**src/rtl/tmr_clksel_pkg.sv**
```systemverilog
package tmr_clksel_pkg;

    localparam int DATA_W = 8;

    localparam logic [2:0] MODE_INTERNAL  = 3'b000;
    localparam logic [2:0] MODE_COMPANION = 3'b001;
    localparam logic [2:0] MODE_PIN       = 3'b111;

    // field order matches wr_data[6:0]
    typedef struct packed {
        logic [2:0] mode;
        logic       xtrg;
        logic       pol;
        logic       dir;
        logic       en;
    } ctrl_t;

    localparam int CTRL_W = $bits(ctrl_t);

    typedef struct packed {
        ctrl_t ctrl;
        logic  ug;
    } regs_t;

endpackage

```
**src/rtl/tcs_edge_det.sv**
```systemverilog
module tcs_edge_det #(
    parameter int STAGES = 2
) (
    input  logic clk,
    input  logic rst_n,
    input  logic d_i,
    output logic rise_o,
    output logic fall_o
);
    localparam int SH_W = STAGES + 1;

    logic [SH_W-1:0] sh_d, sh_q;

    always_comb begin
        sh_d = {sh_q[SH_W-2:0], d_i};
    end

    always_ff @(posedge clk or negedge rst_n) begin
        if (!rst_n) sh_q <= '0;
        else        sh_q <= sh_d;
    end

    assign rise_o =  sh_q[SH_W-2] & ~sh_q[SH_W-1];
    assign fall_o = ~sh_q[SH_W-2] &  sh_q[SH_W-1];
endmodule

```
**src/rtl/tcs_counter.sv**
```systemverilog
module tcs_counter #(
    parameter int CNT_W   = 8,
    parameter int CNT_TOP = 19
) (
    input  logic             clk,
    input  logic             rst_n,
    input  logic             tick_i,
    input  logic             dir_i,
    input  logic             load_i,
    output logic [CNT_W-1:0] count_o,
    output logic             wrap_o
);
    localparam logic [CNT_W-1:0] TOP = CNT_W'(CNT_TOP);
    localparam logic [CNT_W-1:0] ONE = CNT_W'(1);

    logic [CNT_W-1:0] cnt_d, cnt_q;
    logic             at_end;

    always_comb begin
        at_end = dir_i ? (cnt_q == '0) : (cnt_q == TOP);
        wrap_o = tick_i & at_end;
        cnt_d  = cnt_q;
        if (load_i) begin
            cnt_d = dir_i ? TOP : '0;
        end else if (tick_i) begin
            if (dir_i) cnt_d = at_end ? TOP : cnt_q - ONE;
            else       cnt_d = at_end ? '0  : cnt_q + ONE;
        end
    end

    always_ff @(posedge clk or negedge rst_n) begin
        if (!rst_n) cnt_q <= '0;
        else        cnt_q <= cnt_d;
    end

    assign count_o = cnt_q;
endmodule

```
**src/rtl/tmr_clksel.sv**
```systemverilog
module tmr_clksel
    import tmr_clksel_pkg::*;
#(
    parameter int CNT_W       = 8,
    parameter int CNT_TOP     = 19,
    parameter int SYNC_STAGES = 2
) (
    input  logic              clk,
    input  logic              rst_n,
    input  logic              wr_en,
    input  logic              wr_addr,
    input  logic [DATA_W-1:0] wr_data,
    input  logic              pin_i,
    input  logic              trig_i,
    input  logic              itr_i,
    output logic              tick_o,
    output logic              upd_o,
    output logic              ug_o,
    output logic [CNT_W-1:0]  count_o
);
    localparam int N_EXT   = 2;
    localparam int IDX_PIN = 0;
    localparam int IDX_TRG = 1;

    regs_t regs_d, regs_q;

    always_comb begin
        regs_d    = regs_q;
        regs_d.ug = 1'b0;
        if (wr_en) begin
            if (!wr_addr) regs_d.ctrl = ctrl_t'(wr_data[CTRL_W-1:0]);
            else          regs_d.ug   = wr_data[0];
        end
    end

    always_ff @(posedge clk or negedge rst_n) begin
        if (!rst_n) regs_q <= '0;
        else        regs_q <= regs_d;
    end

    logic [N_EXT-1:0] ext_in, ext_rise, ext_fall;
    assign ext_in = {trig_i, pin_i};

    for (genvar g = 0; g < N_EXT; g++) begin : g_sync
        tcs_edge_det #(.STAGES(SYNC_STAGES)) u_edge (
            .clk    (clk),
            .rst_n  (rst_n),
            .d_i    (ext_in[g]),
            .rise_o (ext_rise[g]),
            .fall_o (ext_fall[g])
        );
    end

    logic src_evt;
    logic wrap;

    always_comb begin
        if (regs_q.ctrl.xtrg) begin
            src_evt = ext_rise[IDX_TRG];
        end else begin
            case (regs_q.ctrl.mode)
                MODE_INTERNAL:  src_evt = 1'b1;
                MODE_COMPANION: src_evt = itr_i;
                MODE_PIN:       src_evt = regs_q.ctrl.pol ? ext_fall[IDX_PIN]
                                                          : ext_rise[IDX_PIN];
                default:        src_evt = 1'b0;
            endcase
        end
    end

    assign tick_o = regs_q.ctrl.en & src_evt;

    tcs_counter #(.CNT_W(CNT_W), .CNT_TOP(CNT_TOP)) u_cnt (
        .clk     (clk),
        .rst_n   (rst_n),
        .tick_i  (tick_o),
        .dir_i   (regs_q.ctrl.dir),
        .load_i  (regs_q.ug),
        .count_o (count_o),
        .wrap_o  (wrap)
    );

    // a wrap that coincides with a reload is the same update event
    assign upd_o = regs_q.ug | wrap;
    assign ug_o  = regs_q.ug;
endmodule

```
**config.mk**
```make
export PLATFORM = sky130hd
export DESIGN_NAME = tmr_clksel
export DESIGN_NICKNAME = d
export VERILOG_FILES = /design/src/rtl/tmr_clksel_pkg.sv /design/src/rtl/tcs_edge_det.sv /design/src/rtl/tcs_counter.sv /design/src/rtl/tmr_clksel.sv
export SDC_FILE = /design/constraint.sdc
export NUM_CORES = 1
export LEC_CHECK = 0
export BUFFER_PORTS_ARGS = -buffer_cell sky130_fd_sc_hd__buf_2
export CAP_MARGIN = 20
export CORE_AREA = 2 2 53 55
export DETAILED_ROUTE_END_ITERATION = 8
export DIE_AREA = 0 0 55 57
export GPL_TIMING_DRIVEN = 0
export PLACE_DENSITY = 0.71
export SLEW_MARGIN = 5
export SYNTH_ARGS = -nofsm -noshare
export SYNTH_HDL_FRONTEND = slang
export SYNTH_SLANG_ARGS = --single-unit
```
**constraint.sdc**
```tcl
create_clock -name clk -period 2.5 [get_ports clk]
set_input_delay 0.5 -clock clk [delete_from_list [all_inputs] [get_ports clk]]
set_output_delay 0.5 -clock clk [all_outputs]
set_load 0.02 [all_outputs]
```
==> impl_metrics.tcl, run 1 <==
set metrics [dict create \
    cts_hold_buf 0 \
    die_area_sq_um 3135 \
    met2_usage_pct 30.95 \
    htreeDepth 1 \
    critPathCaptureType "primary output" \
    cts_root_buf "clkbuf_4" \
    synth_enable_flop_cells 0 \
    ir_drop_mv 0.4831 \
    synth-xor-area-share_pct 0 \
    pre_cts_ws_ns 0.1537 \
    setup_tns_ns 0 \
    synth_top_family_by_area "simple AND/OR/NAND/NOR gates" \
    holdWs_ns 0.1315 \
    synth-compound-area-share_pct 18.60 \
    hpwl_um 1856 \
    setup_slack_ns 0.1082 \
    vias 1011 \
    setup_viol 0 \
    fmax_mhz 418.1 \
    clk_latency_ns 0.30 \
    wirelength_um 2505 \
    final-hold-violation-count 0 \
    synthFlopType "dfrtp_1" \
    ant_nets 0 \
    clock_skew_ns 0.001343 \
    rsz0062_at_grt "no" \
    syn_nets 129 \
    die_h_um 57 \
    grt_util_all_layers_pct 18.20 \
    synth-seq-cells 22 \
    worst_ep_required_time_ns 2.00 \
    ioPinCount 26 \
    async_flop_share_pct 100.0 \
    grt_start_max_net_pins 23 \
    grt_use_met3_pct 3.141 \
    numCtsBuffers 3 \
    cap_violations 0 \
    viasPerCell 5.844 \
    cts.sinks 22 \
    ys_types 45 \
    power_density_nw_per_um2 974.9 \
    ys_seq_area_share_pct 45.22 \
    path_max_fanout 5 \
    wl_per_cell_um 14.48 \
    fill_cells 244 \
    syn_area_sq_um 1217 \
    tritoncts "yes" \
    yosysWarnings 0 \
    multi_input_area_sq_um 603.1 \
    place.gp.congestion 0.8216 \
    start_util_pct 46.56 \
    grt_pass1_vias 987 \
    synth_cells 111 \
    drc 0 \
    overflow 0 \
    final_core_util_pct 55.60 \
    synth_mux_area_share_pct 7.400 \
    seqCellArea_sq_um 553.0 \
    cts_buffer_depth 2 \
    n_antenna_cell 0 \
    worstMarginPinSlew_ns 0.4800 \
    status "completed" \
    fin_nets 161 \
    drtIter0Drc 32 \
    fin_crit_ns 2.392 \
    fp-row-count 19 \
    cp.arrival_ns 1.89 \
    synthSimpleGateAreaFrac_pct 20.45 \
    relSlewSlack_pct 68.00 \
    hold_class "input pin to async pin" \
    syn_area_per_cell_sq_um 10.97 \
    clk_pin_slew_ns 0.12 \
    startpoint_type "register" \
    port_buffers 24 \
    totalPowerFinal_mw 1.417 \
    core_sq_um 2615 \
    antenna_found_initial 0 \
    min_period_over_period_pct 95.67 \
    worst-setup-path-type "register to primary output" \
    synthAdderAreaFrac_pct 3.083 \
    busiest_layer "met2" \
    area_delta_synth_final_pct 19.42 \
    die_w_um 55 \
    dr.pass1.iters 4 \
    drive_gt1_share_pct 35.21 \
    grt_pass1_wl_um 4209 \
    drv_slew 0 \
    grtUsageMet1_pct 22.97 \
    p_leak_nw 0.6733 \
]
## synth_stat cells, drive strengths merged (2+ instances only)
library cell / n / area [sq um]
inv: 5 / 18.77
mux2: 8 / 90.09
dfrtp: 22 / 550.5
and3b: 2 / 18.77
o41ai: 3 / 45.05
nand4b: 3 / 26.28
nor2: 7 / 26.28
nor2b: 3 / 18.77
nand3: 3 / 15.01
nand2: 6 / 22.52
ha: 3 / 37.54
buf: 4 / 37.53
o21ai: 2 / 10.01
o211ai: 4 / 30.03
a21oi: 6 / 30.03
a31oi: 2 / 12.51
nand4: 2 / 12.51
and3: 3 / 20.02
## cells in the final DEF (no fill, tap or decap), types with 2 or more instances in the layout
cell type   n
inv_1       5
nand4_1     2
o211ai_1    4
nor2_1      7
ha_1        3
buf_4       5
buf_6       2
a31oi_1     2
nand3_1     3
nand4b_1    3
clkbuf_4    3
buf_2      24
dfrtp_1    20
nor2b_1     3
mux2_2      8
dfrtp_2     2
o21ai_0     2
and3_1      2
o41ai_1     2
a21oi_1     6
nand2_1     6
## cell families (layout without fill, tap and decap cells)
| group | Yosys count | in the layout |
|---|---|---|
| simple gates | 39 | 39 |
| compound gates | 28 | 28 |
| flops | 22 | 22 |
| buf+inv | 11 | 42 |
| mux | 8 | 8 |
| fa+ha+maj | 3 | 3 |
## repair_timing
item / in CTS / in global routing
setup buffers: 1 / 2
endpoints found under the hold margin: 0 / 0
endpoints found under the setup margin: 1 / 1
resized for setup: 1 / 1
pin swaps: 1 / 0
## layer usage
layer / vias up / wire, um
met3: 4 / 126
met1: 485 / 1065
met5: - / 0
met4: 0 / 21
met2: 38 / 1291
li1: 484 / -
## layout make-up
cell class	instances	share of cell area, %
Buffer	5	2.840
Clock buffer	3	1.549
Clock inverter	1	2.065
Inverter	6	1.549
Multi-Input combinational cell	78	41.48
Sequential cell	22	38.04
Tap cell	31	2.668
Timing Repair Buffer	27	9.811
## through the flow
stage	std cells	area, sq um
finish	173	1454
global placement	166	1376
CTS	171	1438
global route	173	1454
detailed placement	166	1376
floorplan	111	1217
## worst max-delay path, cell delays in order, from the launching register on
cell and delay, ns:
dfrtp_2 0.47, ha_1 0.24, and3b_2 0.25, a21oi_1 0.23, o41ai_4 0.11, and2_1 0.14, buf_2 0.15
## worst paths after layout
check | from | end | slack (ns) | depth (start not counted)
worst min-delay path | rst_n | u_cnt.count_o[5]$_DFFE_PN0P_ | 0.13 | 1
worst min register to register | g_sync[0].u_edge.sh_q[0]$_DFF_PN0_ | g_sync[0].u_edge.sh_q[1]$_DFF_PN0_ | 0.36 | 0
worst max register to register | u_cnt.count_o[0]$_DFFE_PN0P_ | u_cnt.count_o[1]$_DFFE_PN0P_ | 0.44 | 7
min in group clk | pin_i | g_sync[0].u_edge.sh_q[0]$_DFF_PN0_ | 0.29 | 1
worst max-delay path | u_cnt.count_o[0]$_DFFE_PN0P_ | upd_o | 0.11 | 6
max in group asynchronous | rst_n | u_cnt.count_o[1]$_DFFE_PN0P_ | 2.02 | 1
## state kept, by name, indices dropped and copies added, names as in the netlist
| signal | cells |
|---|---|
| g_sync.u_edge.sh_q | 6 |
| regs_q | 7 |
| u_cnt.count_o | 8 |
| ug_o | 1 |
## report_power, final
part | internal [mW] | total [mW] | leakage, nW | switching, mW
sequential | 0.426 | 0.516 | 0.267 | 0.0898
clock | 0.162 | 0.270 | 0.0279 | 0.108
combinational | 0.275 | 0.632 | 0.379 | 0.356
total | 0.863 | 1.42 | 0.673 | 0.554
Note: power is estimated with default switching activity, not from simulation.
==> run 2, diff against run 1 <==
- GPL_TIMING_DRIVEN: 0 -> unset
- PLACE_DENSITY: 0.71 -> 0.74
- clock period: 2.5 -> 2.7 ns (I/O delays scaled with it)
==> impl_metrics.tcl, run 2 (same netlist as run 1, synthesis figures left out) <==
set metrics [dict create \
    fmax_mhz 391.5 \
    ant_nets 0 \
    drv_slew 0 \
    cts_hold_buf 0 \
    setup_tns_ns 0 \
    hpwl_um 1777 \
    htreeDepth 1 \
    core_sq_um 2615 \
    drc 0 \
    fp-row-count 19 \
    cp.arrival_ns 2.01 \
    cap_violations 0 \
    fin_cells 167 \
    drive_gt1_share_pct 31.62 \
    cts.sinks 22 \
    worstMarginPinSlew_ns 0.6020 \
    grt_pass1_vias 916 \
    overflow 0 \
    path_max_fanout 12 \
    mostFrequentLayoutCells "24 x buf_2, 22 x dfrtp_1, 8 x mux2_2, 7 x nor2_1" \
    worst-setup-path-type "register to primary output" \
    slowest_stage "dfrtp_1" \
    cts_resized 0 \
    area_delta_synth_final_pct 15.21 \
    n_antenna_cell 0 \
    final_core_util_pct 53.64 \
    ir_drop_mv 0.4574 \
    crit_chain "nor2b_1 > a21oi_1 > o41ai_4 > and2_1 > buf_2" \
    final-hold-violation-count 0 \
    cts_root_buf "clkbuf_4" \
    die_w_um 55 \
    critPathMaxStageDelay_ns 0.55 \
    final_common_cell "buf_2" \
    largest_register_ffs 8 \
    clk_pin_slew_ns 0.12 \
    rsz0062_at_grt "no" \
    wl_per_cell_um 14.60 \
    wirelength_um 2439 \
    multi_input_area_sq_um 603.1 \
    critPathCaptureType "primary output" \
    die_area_sq_um 3135 \
    pre_cts_ws_ns 0.3087 \
    grt_pass1_wl_um 4022 \
    min_period_over_period_pct 94.59 \
    antenna_found_initial 0 \
    hold_class "input pin to async pin" \
    dr.pass1.iters 4 \
    ioPinCount 26 \
    p_leak_nw 0.6479 \
    start_util_pct 46.56 \
    fin_crit_ns 2.554 \
    fill_cells 255 \
    die_h_um 57 \
    viasPerCell 5.982 \
    setup_viol 0 \
    cts_buffer_depth 2 \
    port_buffers 24 \
    power_density_nw_per_um2 906.1 \
    postCtsSetupBuffers 1 \
    relSlewSlack_pct 59.78 \
    clk_latency_ns 0.30 \
    fin_nets 155 \
    worst_ep_required_time_ns 2.16 \
    grt_start_max_net_pins 23 \
    vias 999 \
    status "completed" \
    grt_util_all_layers_pct 17.43 \
    numCtsBuffers 3 \
    setup_slack_ns 0.1459 \
    tritoncts "yes" \
    place.gp.congestion 0.7962 \
    startpoint_type "register" \
    drtIter0Drc 17 \
    clock_skew_ns 0.002665 \
    dp.cells 162 \
    seqCellArea_sq_um 550.5 \
]
## run 2: cell count changes in the layout (fill, tap and decap cells not counted), sizes merged
cell    delta
buf        -5
clkbuf     -1
## run 2: metrics by stage
| stage | cell area, sq um | power [mW] | hold WS (ns) |
|---|---|---|---|
| 2_1_floorplan | 1217 | 0.8819 | 0.2444 |
| 5_1_grt | 1403 | 1.368 | 0.1886 |
| 4_1_cts | 1403 | 1.274 | 0.1839 |
| 3_5_place_dp | 1343 | 1.017 | 0.3379 |
| 3_3_place_gp | 1343 | 0.9943 | 0.3344 |
| 6_report | 1403 | 1.271 | 0.1696 |
## run 2: power by group
part	switching (mW)	internal, mW
Sequential	0.102	0.391
Clock	0.101	0.150
Combinational	0.302	0.225
## run 2: path summary, 6_finish.rpt
| kind | start | endpoint | slack, ns | cells past startpoint |
|---|---|---|---|---|
| setup / recovery | regs_q[2]$_DFFE_PN0P_ | upd_o | 0.15 | 5 |
| setup reg to reg | u_cnt.count_o[0]$_DFFE_PN0P_ | u_cnt.count_o[1]$_DFFE_PN0P_ | 0.60 | 7 |
| min in group clk | pin_i | g_sync[0].u_edge.sh_q[0]$_DFF_PN0_ | 0.33 | 1 |
| hold reg to reg | g_sync[1].u_edge.sh_q[0]$_DFF_PN0_ | g_sync[1].u_edge.sh_q[1]$_DFF_PN0_ | 0.36 | 0 |
| max in group asynchronous | rst_n | regs_q[6]$_DFFE_PN0P_ | 2.21 | 1 |
| hold / removal | rst_n | u_cnt.count_o[7]$_DFFE_PN0P_ | 0.17 | 1 |
## run 2: layer usage
metal	track usage [%]	vias up	part of all wire [%]
met4	5.226	0	0.41
met5	0	-	0
li1	-	471	-
met3	3.665	2	6.9
met2	28.57	48	49
met1	22.88	478	44
## run 2: area by class of cell
class,count,area share [%]
Multi-Input combinational cell,78,43.00
Inverter,6,1.606
Timing Repair Buffer,26,9.634
Clock inverter,1,2.141
Clock buffer,3,1.606
Tap cell,31,2.765
Sequential cell,22,39.25
## run 2: critical path: cells and delay by family (launching register included)
kind | cells | cell delay (ns)
buffers and inverters | 1 | 0.15
and+or+nand+nor | 2 | 0.52
AOI/OAI and AO/OA | 2 | 0.48
DFF | 1 | 0.55
